$ cat config.mk
export PLATFORM = sky130hd
export DESIGN_NAME = dbg_cmp_bank
export DESIGN_NICKNAME = d
export VERILOG_FILES = /design/src/rtl/dbg_cmp_pkg.sv /design/src/rtl/dbg_rst_sync.sv /design/src/rtl/dbg_cmp_ctl_reg.sv /design/src/rtl/dbg_cmp_match.sv /design/src/rtl/dbg_cmp_bank.sv
export SDC_FILE = /design/constraint.sdc
export NUM_CORES = 1
export LEC_CHECK = 0
export BUFFER_PORTS_ARGS = -buffer_cell sky130_fd_sc_hd__buf_4
export CAP_MARGIN = 10
export CORE_MARGIN = 2
export CORE_UTILIZATION = 40
export DETAILED_ROUTE_END_ITERATION = 10
export PLACE_DENSITY = 0.7
export SLEW_MARGIN = 20
export SYNTH_ARGS = -nofsm -noshare
export SYNTH_HDL_FRONTEND = slang
export SYNTH_HIERARCHICAL = 1
export SYNTH_SLANG_ARGS = --single-unit
$ cat constraint.sdc
create_clock -name clk -period 2.45 [get_ports clk]
set_input_delay 0.1225 -clock clk [delete_from_list [all_inputs] [get_ports clk]]
set_output_delay 0.1225 -clock clk [all_outputs]
set_load 0.02 [all_outputs]
$ cat src/rtl/dbg_cmp_pkg.sv
package dbg_cmp_pkg;
  localparam int CTL_W   = 8;
  localparam int NCMP    = 3;
  localparam int SEL_W   = 2;
  localparam int NDB_CNT = 2;
  localparam logic [7:0] CTL_OFFSET = 8'h28;

  typedef struct packed {
    logic sz_en;
    logic sz_val;
    logic tag;
    logic brk;
    logic dir_val;
    logic dir_en;
    logic inv_addr;
    logic en;
  } cmp_ctl_t;
endpackage

$ cat src/rtl/dbg_rst_sync.sv
module dbg_rst_sync (
  input  logic clk,
  input  logic rst_n,
  output logic rst_n_sync
);
  logic meta_q;
  logic sync_q;

  always_ff @(posedge clk or negedge rst_n) begin
    if (!rst_n) begin
      meta_q <= 1'b0;
      sync_q <= 1'b0;
    end else begin
      meta_q <= 1'b1;
      sync_q <= meta_q;
    end
  end

  assign rst_n_sync = sync_q;
endmodule

$ cat src/rtl/dbg_cmp_ctl_reg.sv
module dbg_cmp_ctl_reg
  import dbg_cmp_pkg::*;
#(
  parameter bit HAS_INV = 1'b1
) (
  input  logic             clk,
  input  logic             rst_n,
  input  logic             wr_sel,
  input  logic             armed,
  input  logic [CTL_W-1:0] wdata,
  output cmp_ctl_t         ctl
);
  localparam logic [CTL_W-1:0] WMASK = HAS_INV ? 8'hFF : 8'hFD;

  cmp_ctl_t ctl_q;
  cmp_ctl_t ctl_d;
  logic     ld;

  assign ld = wr_sel & ~armed;

  always_comb begin
    ctl_d = ctl_q;
    if (ld) ctl_d = cmp_ctl_t'(wdata & WMASK);
  end

  always_ff @(posedge clk or negedge rst_n) begin
    if (!rst_n) ctl_q <= '0;
    else if (ld) ctl_q <= ctl_d;
  end

  assign ctl = ctl_q;


  locked_write_chk: assert property (@(posedge clk) disable iff (!rst_n)
    (wr_sel && armed) |=> $stable(ctl_q));
endmodule

$ cat src/rtl/dbg_cmp_match.sv
module dbg_cmp_match #(
  parameter int ADDR_W  = 16,
  parameter bit HAS_INV = 1'b1
) (
  input  logic              clk,
  input  logic              rst_n,
  input  logic              en,
  input  logic              inv_addr,
  input  logic              dir_en,
  input  logic              dir_val,
  input  logic              tag,
  input  logic              sz_en,
  input  logic              sz_val,
  input  logic [ADDR_W-1:0] ref_addr,
  input  logic              bus_valid,
  input  logic [ADDR_W-1:0] bus_addr,
  input  logic              bus_rnw,
  input  logic              bus_byte,
  output logic              hit
);
  logic addr_eq;
  logic addr_ok;
  logic dir_ok;
  logic size_ok;
  logic hit_d;
  logic hit_q;

  always_comb begin
    addr_eq = (bus_addr == ref_addr);
    addr_ok = (HAS_INV && inv_addr) ? ~addr_eq : addr_eq;
    dir_ok  = ~dir_en | (dir_val == bus_rnw);
    size_ok = tag | ~sz_en | (sz_val == bus_byte);
    hit_d   = bus_valid & en & addr_ok & dir_ok & size_ok;
  end

  always_ff @(posedge clk or negedge rst_n) begin
    if (!rst_n) hit_q <= 1'b0;
    else        hit_q <= hit_d;
  end

  assign hit = hit_q;


  hit_needs_enable_chk: assert property (@(posedge clk) disable iff (!rst_n)
    hit_q |-> $past(en && bus_valid));


  hit_dir_chk: assert property (@(posedge clk) disable iff (!rst_n)
    (hit_q && $past(dir_en)) |-> $past(bus_rnw == dir_val));


  hit_size_chk: assert property (@(posedge clk) disable iff (!rst_n)
    (hit_q && $past(sz_en && !tag)) |-> $past(bus_byte == sz_val));
endmodule

$ cat src/rtl/dbg_cmp_bank.sv
module dbg_cmp_bank
  import dbg_cmp_pkg::*;
#(
  parameter int ADDR_W = 16
) (
  input  logic                   clk,
  input  logic                   rst_n,
  input  logic [7:0]             reg_addr,
  input  logic                   reg_wr,
  input  logic [CTL_W-1:0]       reg_wdata,
  input  logic [SEL_W-1:0]       bank_sel,
  output logic [CTL_W-1:0]       reg_rdata,
  input  logic                   armed,
  input  logic [NCMP*ADDR_W-1:0] cmp_ref,
  input  logic                   bus_valid,
  input  logic [ADDR_W-1:0]      bus_addr,
  input  logic                   bus_rnw,
  input  logic                   bus_byte,
  output logic [NCMP-1:0]        match
);
  logic     rst_n_i;
  logic     win_hit;
  cmp_ctl_t ctl [NCMP];

  dbg_rst_sync u_rst_sync (
    .clk       (clk),
    .rst_n     (rst_n),
    .rst_n_sync(rst_n_i)
  );

  assign win_hit = (reg_addr == CTL_OFFSET);

  for (genvar i = 0; i < NCMP; i++) begin : g_cmp
    localparam bit HAS_INV = (i < NDB_CNT);
    logic wr_sel;

    assign wr_sel = reg_wr & win_hit & (bank_sel == SEL_W'(i));

    dbg_cmp_ctl_reg #(.HAS_INV(HAS_INV)) u_ctl (
      .clk   (clk),
      .rst_n (rst_n_i),
      .wr_sel(wr_sel),
      .armed (armed),
      .wdata (reg_wdata),
      .ctl   (ctl[i])
    );

    dbg_cmp_match #(.ADDR_W(ADDR_W), .HAS_INV(HAS_INV)) u_match (
      .clk      (clk),
      .rst_n    (rst_n_i),
      .en       (ctl[i].en),
      .inv_addr (ctl[i].inv_addr),
      .dir_en   (ctl[i].dir_en),
      .dir_val  (ctl[i].dir_val),
      .tag      (ctl[i].tag),
      .sz_en    (ctl[i].sz_en),
      .sz_val   (ctl[i].sz_val),
      .ref_addr (cmp_ref[i*ADDR_W +: ADDR_W]),
      .bus_valid(bus_valid),
      .bus_addr (bus_addr),
      .bus_rnw  (bus_rnw),
      .bus_byte (bus_byte),
      .hit      (match[i])
    );
  end

  always_comb begin
    reg_rdata = '0;
    for (int i = 0; i < NCMP; i++) begin
      if (win_hit && bank_sel == SEL_W'(i)) reg_rdata = ctl[i];
    end
  end


  empty_bank_read_chk: assert property (@(posedge clk) disable iff (!rst_n_i)
    (bank_sel == 2'b11) |-> (reg_rdata == '0));
endmodule

# After elaboration in Yosys (flattened, before gate mapping)
# Index checks and enable logic that the tools add are counted.
# op_classes
eq_ne	12
n_mux	5
bitwise_logic	37
n_reduce_logical	4
# ops
operator	n
$eq A16 B16 Y1	3
$mux W8	3
$and A1 B1 Y1	19
$not A1 Y1	9
$or A1 B1 Y1	9
$eq A8 B6 Y1 const B	1
$eq A1 B1 Y1	6
$logic_and A1 B1 Y1	3
$eq A2 B1 Y1 const B	1
$eq A2 B2 Y1 const B	1
$logic_not A2 Y1	1
$mux W1	2
# totals
in_bits	89
regBits	28

# Logic depth before layout (Yosys ltp)
# Gate-level depths: netlist (run 1).
# depth
depth_word	6
ltp_mapped	7
ltp_nobuf	5

# Modules after synthesis
# Netlist (run 1), hierarchy kept.
# modules_own_cells
module	n_inst	seq_area_each_um2	area_each_um2	cells_per_inst
dbg_cmp_ctl_reg at g_cmp[0].u_ctl ...	2	200.2	345.3	18
dbg_cmp_match at g_cmp[0].u_match ...	2	25.0	259.0	30
dbg_cmp_bank	1	0.0	320.3	45
dbg_cmp_ctl_reg at g_cmp[2].u_ctl	1	175.2	316.6	18
dbg_cmp_match at g_cmp[2].u_match	1	25.0	259.0	27
dbg_rst_sync	1	50.0	53.8	3

# Worst setup path before layout (run 1)
# Ideal clock, no wire load.
# synth_timing
path_kind	input to register
start	input reg_addr[1]
end	register g_cmp[0].u_ctl.ctl_q (netlist bit g_cmp[0].u_ctl/ctl[0])
arrival_time_ns	1.345
path_stages	7
setup_ns	0.125
path_slack_ns	0.980
path_cell_list	nor4b_2 > nand2_2 > buf_6 > nor4_2 > nor2b_4 > buf_6 > mux2_4
# synth_between
elab_chain_cells	4
# synth_rtl
item	line_no	rtl
start, declared	dbg_cmp_bank.sv:8	input logic [7:0] reg_addr,
$eq A8 B6 Y1	dbg_cmp_bank.sv:31	assign win_hit = (reg_addr == CTL_OFFSET);
$and A1 B1 Y1 (2 in a row)	dbg_cmp_bank.sv:37	assign wr_sel = reg_wr & win_hit & (bank_sel == SEL_W'(i));
via g_cmp[0].wr_sel	dbg_cmp_bank.sv:35	logic wr_sel;
$and A1 B1 Y1	dbg_cmp_ctl_reg.sv:19	assign ld = wr_sel & ~armed;
end signal, assigned	dbg_cmp_ctl_reg.sv:28	else if (ld) ctl_q <= ctl_d;
end, declared	dbg_cmp_ctl_reg.sv:15	cmp_ctl_t ctl_q;
# The timed path passes the listed nets, and every way through them passes these cells.
# A chain may end at the register's enable or synchronous reset.

# Final worst setup path (run 1)
# layout_timing
start	input reg_addr[1]
end	register g_cmp[1].u_ctl.ctl_q (netlist bit g_cmp[1].u_ctl/ctl[1])
# layout_between
elab_chain_cells	4
# layout_rtl
item	line_no
$eq A8 B6 Y1	dbg_cmp_bank.sv:31
$and A1 B1 Y1 (2 in a row)	dbg_cmp_bank.sv:37
via g_cmp[1].wr_sel	dbg_cmp_bank.sv:35
$and A1 B1 Y1	dbg_cmp_ctl_reg.sv:19
end signal, assigned	dbg_cmp_ctl_reg.sv:28
end, declared	dbg_cmp_ctl_reg.sv:15
# The timed path passes the listed nets, and every way through them passes these cells.

==> results of run 1 <==
area by class of cell:
class / instances / area, µm² / share of cell area
Timing Repair Buffer: 102 / 768 / 0.255
Clock inverter: 1 / 30.0 / 0.00996
Inverter: 2 / 7.51 / 0.00249
Clock buffer: 3 / 41.3 / 0.0137
Sequential cell: 28 / 701 / 0.232
Tap cell: 70 / 87.6 / 0.0291
Multi-Input combinational cell: 151 / 1380 / 0.457
cells in the final DEF, fill, tap and decap left out:
master and count:
buf_4 101, nand4_1 9, mux2i_1 10, nand2b_1 2, clkbuf_8 3, xor2_1 20
inv_1 2, nand3_1 1, nand2_2 1, bufinv_16 1, nor2b_4 3, dlygate4sd3_1 1
nor4_1 1, mux2_4 23, a21oi_1 8, nor4_2 6, a221oi_1 2, conb_1 2
nor3_1 1, nor4b_4 1, dfrtp_1 28, nand2_1 12, nor3b_2 1, nor2b_1 3
nor3b_1 1, xnor2_1 34, a2111oi_2 1, or2_0 8, nor4b_2 1
worst max-delay path, stage by stage:
cell and delay (ns):
buf_4 0.11, nor4b_2 0.30, nand2_2 0.22, nor4_1 0.21, nor2b_4 0.39, mux2_4 0.34
synthesized netlist by cell type:
library cell and number:
mux2_4 23, nor4b_4 1, nand2b_1 2, nand2_2 1, nor4_1 1, nor3b_1 1, dfrtp_1 28, nor4b_2 1
nand3_1 1, nor3_1 1, buf_4 1, a2111oi_2 1, xor2_1 20, nor3b_2 1, inv_1 2, mux2i_1 10
clkbuf_1 2, nor2b_4 3, xnor2_1 34, nand4_1 9, a21oi_1 8, a221oi_1 2, nor2b_1 3, nand2_1 12
conb_1 2, or2_0 8, nor4_2 6, buf_6 5
flip-flops by register name, summed over array words and instances, names as in the netlist:
signal                 flops
u_rst_sync/meta_q          1
g_cmp.u_match/hit          3
g_cmp.u_ctl/ctl           23
u_rst_sync/rst_n_sync      1
repair_timing:
action,CTS,global route
endpoints found under the hold margin,2,0
hold buffers,1,0
setup endpoints to repair,0,0
logic make-up after synthesis:
group	share of synthesized area
muxes	0.206
buffers and inverters	0.0365
DFF	0.325
xor gates and xnor gates	0.219
other	0.00348
and+or+nand+nor	0.176
AOI/OAI and AO/OA	0.0336
per-layer routing:
metal  global-route usage  up-vias
li1                     -      845
met1                0.237      811
met2                0.299       42
met3               0.0267       10
met4               0.0393        0
met5                    0        -
power breakdown:
part           internal [mW]  switching, mW  leakage [nW]
logic                  0.157          0.106         0.925
registers              0.466        0.00325         0.386
clock network          0.219          0.140        0.0357
final timing paths:
check                                        endpoint  slack [ns]  cells past startpoint
worst max register to register   g_cmp[1].u_match/hit        1.12                      4
max in group asynchronous        g_cmp[2].u_match/hit        1.95                      1
min in group asynchronous           u_rst_sync/meta_q        0.15                      2
worst max-delay path            g_cmp[1].u_ctl/ctl[1]        0.92                      6
worst min-delay path            g_cmp[0].u_ctl/ctl[7]         0.1                      2
worst min register to register  g_cmp[2].u_ctl/ctl[4]        0.24                      1
==> reports/metrics.csv, run 1 <==
metric,value,unit
avgRoutedWirePerCell,14.8,µm
synth_cell_types,28,
synthCells,189,
grt_max_degree,27,
ctsRootBufferMaster,clkbuf_8,
finalCriticalPeriod,1.53,ns
grt_overflow,0,
ant_nets,0,
antenna_cells,0,
critPathLaunch,reg_addr[1],
synth.ff_latch_count,28,
grt_pass1_wl,8.43,mm
worst_ep_arrival_time,1.69,ns
track_usage,0.176,
dpl.hpwl,4.47,mm
r2r-start,g_cmp[1].u_ctl/ctl[6],
drc_errors,0,
std_cell_rows,26,
start_kind,input port,
cts.sinks,28,
num_vias,1708,
critPathKind,in -> reg,
syn_nets,278,
finish.utilization,0.583,
via_per_inst,4.78,
finalNonFillerCells,357,
io_buffers,99,
ctsHtreeMaxLevel,1,
die_area,6000,µm²
post_cts_resized,0,
area_growth,39.7,%
tritoncts,built,
clk_latency,0.27,ns
synth-seq-area-share,0.325,
vdd_drop_max,0.327,mV
cts_buffer_depth,2,
p_per_area,362,nW/µm²
hold_start,reg_wdata[7],
io_pins,100,
clock_skew,0.00280,ns
gp_congestion,0.849,
met1Wirelength,2.29,mm
worstSetupEndpointType,register,
hp-class,in -> reg,
synth_area_per_cell,11.4,µm²
layout-drive-gt1-share,0.495,
synthesis.area,2160,µm²
finalInstanceArea,3010,µm²
wirelength,5.28,mm
fillCellCount,458,
first_pass_iters,4,
cts_setup_buffers,0,
start_util,0.417,
die_y,77.5,µm
leakagePower,1.35,nW
antenna_found_initial,0,
wl_met3,175,µm
grt_pass1_vias,1725,
cp_data_required_time,2.61,ns
final_nets,377,
hold_ws,0.0959,ns
pre_cts_slack,0.616,ns
top_layer,met4,
dp_cells,352,
slew_viol_final,0,
finalCritPeriodShare,0.623,
wl_met2,2.71,mm
maxCapViolCount,0,
final_hold_viol_count,0,
ys_warn_count,6,
power,1.09,mW
setup_viol_count_final,0,
clk_pin_slew,0.09,ns
max_freq,655,MHz
placed_area,2930,µm²
drt-initial-drc-count,69,
synth_top_area_share,0.325,
rsz0062_at_grt,false,
coreArea,5170,µm²
status,"finished, final reports clean",
critical_path.max_fanout,11,
fin_ws,0.923,ns
synth_area_leaders,"dfrtp_1, mux2_4, xnor2_1",
fp.dieW,77.5,µm
synth_area_leader_cell,dfrtp_1,
cts_made_buffers,3,
tns,0,ns
Power figures use the tool's default switching activity.
==> inputs of run 2 (changes only) <==
Settings changed: PLACE_DENSITY 0.7 to 0.73.
Clock period 2.45 ns to 1.4 ns, I/O delays scaled along.
==> run 2 against run 1 <==
  * Final cell count up 4.2%
  * Count of clock-buffer cells in the layout up 1
  * Final area up 5.1%
  * Sequential share of layout area down 1.1 points
  * Clock skew about the same
==> reports/metrics.csv, run 2 (synthesis gave the netlist of run 1 again) <==
metric,value,unit
crit_family,flip-flops,
finalCriticalPeriod,1.36,ns
first_pass_iters,4,
antenna_found_initial,0,
die_y,77.5,µm
cp_slowest_cell,dfrtp_1,
path_cells,"buf_4, xor2_1, a221oi_1, nand2b_1, mux2i_1",
finalCritPeriodShare,0.971,
dp_cells,358,
grt_pass1_vias,1821,
tritoncts,built,
r2r-start,g_cmp[0].u_ctl/ctl[6],
status,"finished, final reports clean",
io_pins,100,
num_vias,1752,
start_util,0.417,
io_buffers,99,
die_area,6000,µm²
drc_errors,0,
dpl.hpwl,4.59,mm
power,1.81,mW
final_cell_mix,"buf_4, xnor2_1, dfrtp_1, mux2_4, xor2_1",
ant_nets,0,
hold_start,reg_wdata[7],
cts_buffer_depth,2,
slew_viol_final,0,
grt_max_degree,27,
clk_pin_slew,0.10,ns
placed_area,3020,µm²
std_cell_rows,26,
cp_data_required_time,1.60,ns
avgRoutedWirePerCell,15.2,µm
ctsHtreeMaxLevel,1,
gp_congestion,0.859,
layout-drive-gt1-share,0.526,
p_per_area,570,nW/µm²
critical_path.max_fanout,2,
max_freq,735,MHz
track_usage,0.190,
finalInstanceArea,3170,µm²
fp.dieW,77.5,µm
drt-initial-drc-count,39,
clock_skew,0.00320,ns
grt_pass1_wl,9.00,mm
via_per_inst,4.71,
critical_path_buf_inv_count,1,
final_nets,392,
hp-class,in -> reg,
area_growth,46.7,%
critPathKind,reg -> reg,
wirelength,5.65,mm
final_hold_viol_count,0,
final_common_cell,buf_4,
grt_overflow,0,
finalNonFillerCells,372,
worst_ep_arrival_time,1.56,ns
tns,0,ns
r2r_setup_slack,0.04,ns
critPathMaxStageDelay,0.39,ns
largest_reg_flops,23,
cts_made_buffers,3,
clk_latency,0.27,ns
critPathLaunch,g_cmp[0].u_ctl/ctl[6],
maxCapViolCount,0,
cts.sinks,28,
worstSetupEndpointType,register,
coreArea,5170,µm²
leakagePower,1.44,nW
ctsRootBufferMaster,clkbuf_8,
rsz0062_at_grt,true,
setup_viol_count_final,0,
vdd_drop_max,0.576,mV
start_kind,register,
antenna_cells,0,
## run 2: cell count changes in the layout (fill, tap and decap cells not counted), sizes merged
cell | before | now
clkbuf | 3 | 4
bufinv | 1 | 0
buf | 101 | 116
## run 2: path summary, 6_finish.rpt
| check | endpoint | cells after the start |
|---|---|---|
| worst max-delay path | g_cmp[0].u_match/hit | 5 |
| worst min-delay path | g_cmp[2].u_ctl/ctl[7] | 2 |
| worst max register to register | g_cmp[0].u_match/hit | 5 |
| worst min register to register | g_cmp[2].u_ctl/ctl[6] | 1 |
| max in group asynchronous | g_cmp[1].u_ctl/ctl[3] | 1 |
| min in group asynchronous | u_rst_sync/rst_n_sync | 2 |
## run 2: cell type report
cell class / count / area, µm²
multi-input combinational: 151 / 1400
clock buffer: 4 / 55.1
fill: 427 / 2010
inverter: 2 / 7.51
sequential: 28 / 701
tap: 70 / 87.6
timing repair buffer: 117 / 918
## run 2: timing repair
action                                  4_1_cts  5_1_grt
hold endpoints to repair                      2        0
endpoints found under the setup margin        0        6
hold buffers                                  1        0
buffers inserted                              0        9
gates resized for setup                       0        2
## run 2: per-stage QoR
stage               hold slack, ns   util  setup WS (ns)
finish                      0.0453  0.612         0.0403
global route                0.0400  0.612        -0.0323
CTS                         0.0338  0.597         0.0176
detailed placement          -0.147  0.585         -0.170
global placement            -0.147  0.585         -0.128
floorplan                   -0.226      -        0.00194
## run 2: worst register-to-register path, cell delays in order, from the launching register on
cell      delay (ns)
dfrtp_1         0.39
buf_4           0.14
xor2_1          0.14
a221oi_1        0.37
nand2b_1        0.09
mux2i_1         0.15
## run 2: power breakdown
group,leakage (nW),total (mW),internal (mW),switching [mW]
clock,0.0288,0.507,0.252,0.255
sequential,0.386,0.821,0.816,0.00491
combinational,1.02,0.478,0.282,0.197
total,1.44,1.81,1.35,0.457
## run 2: routing by layer
layer  wire (µm)  track usage
met3         206       0.0326
met1        2420        0.253
met5           0            0
met2        2900        0.320
met4         119       0.0518
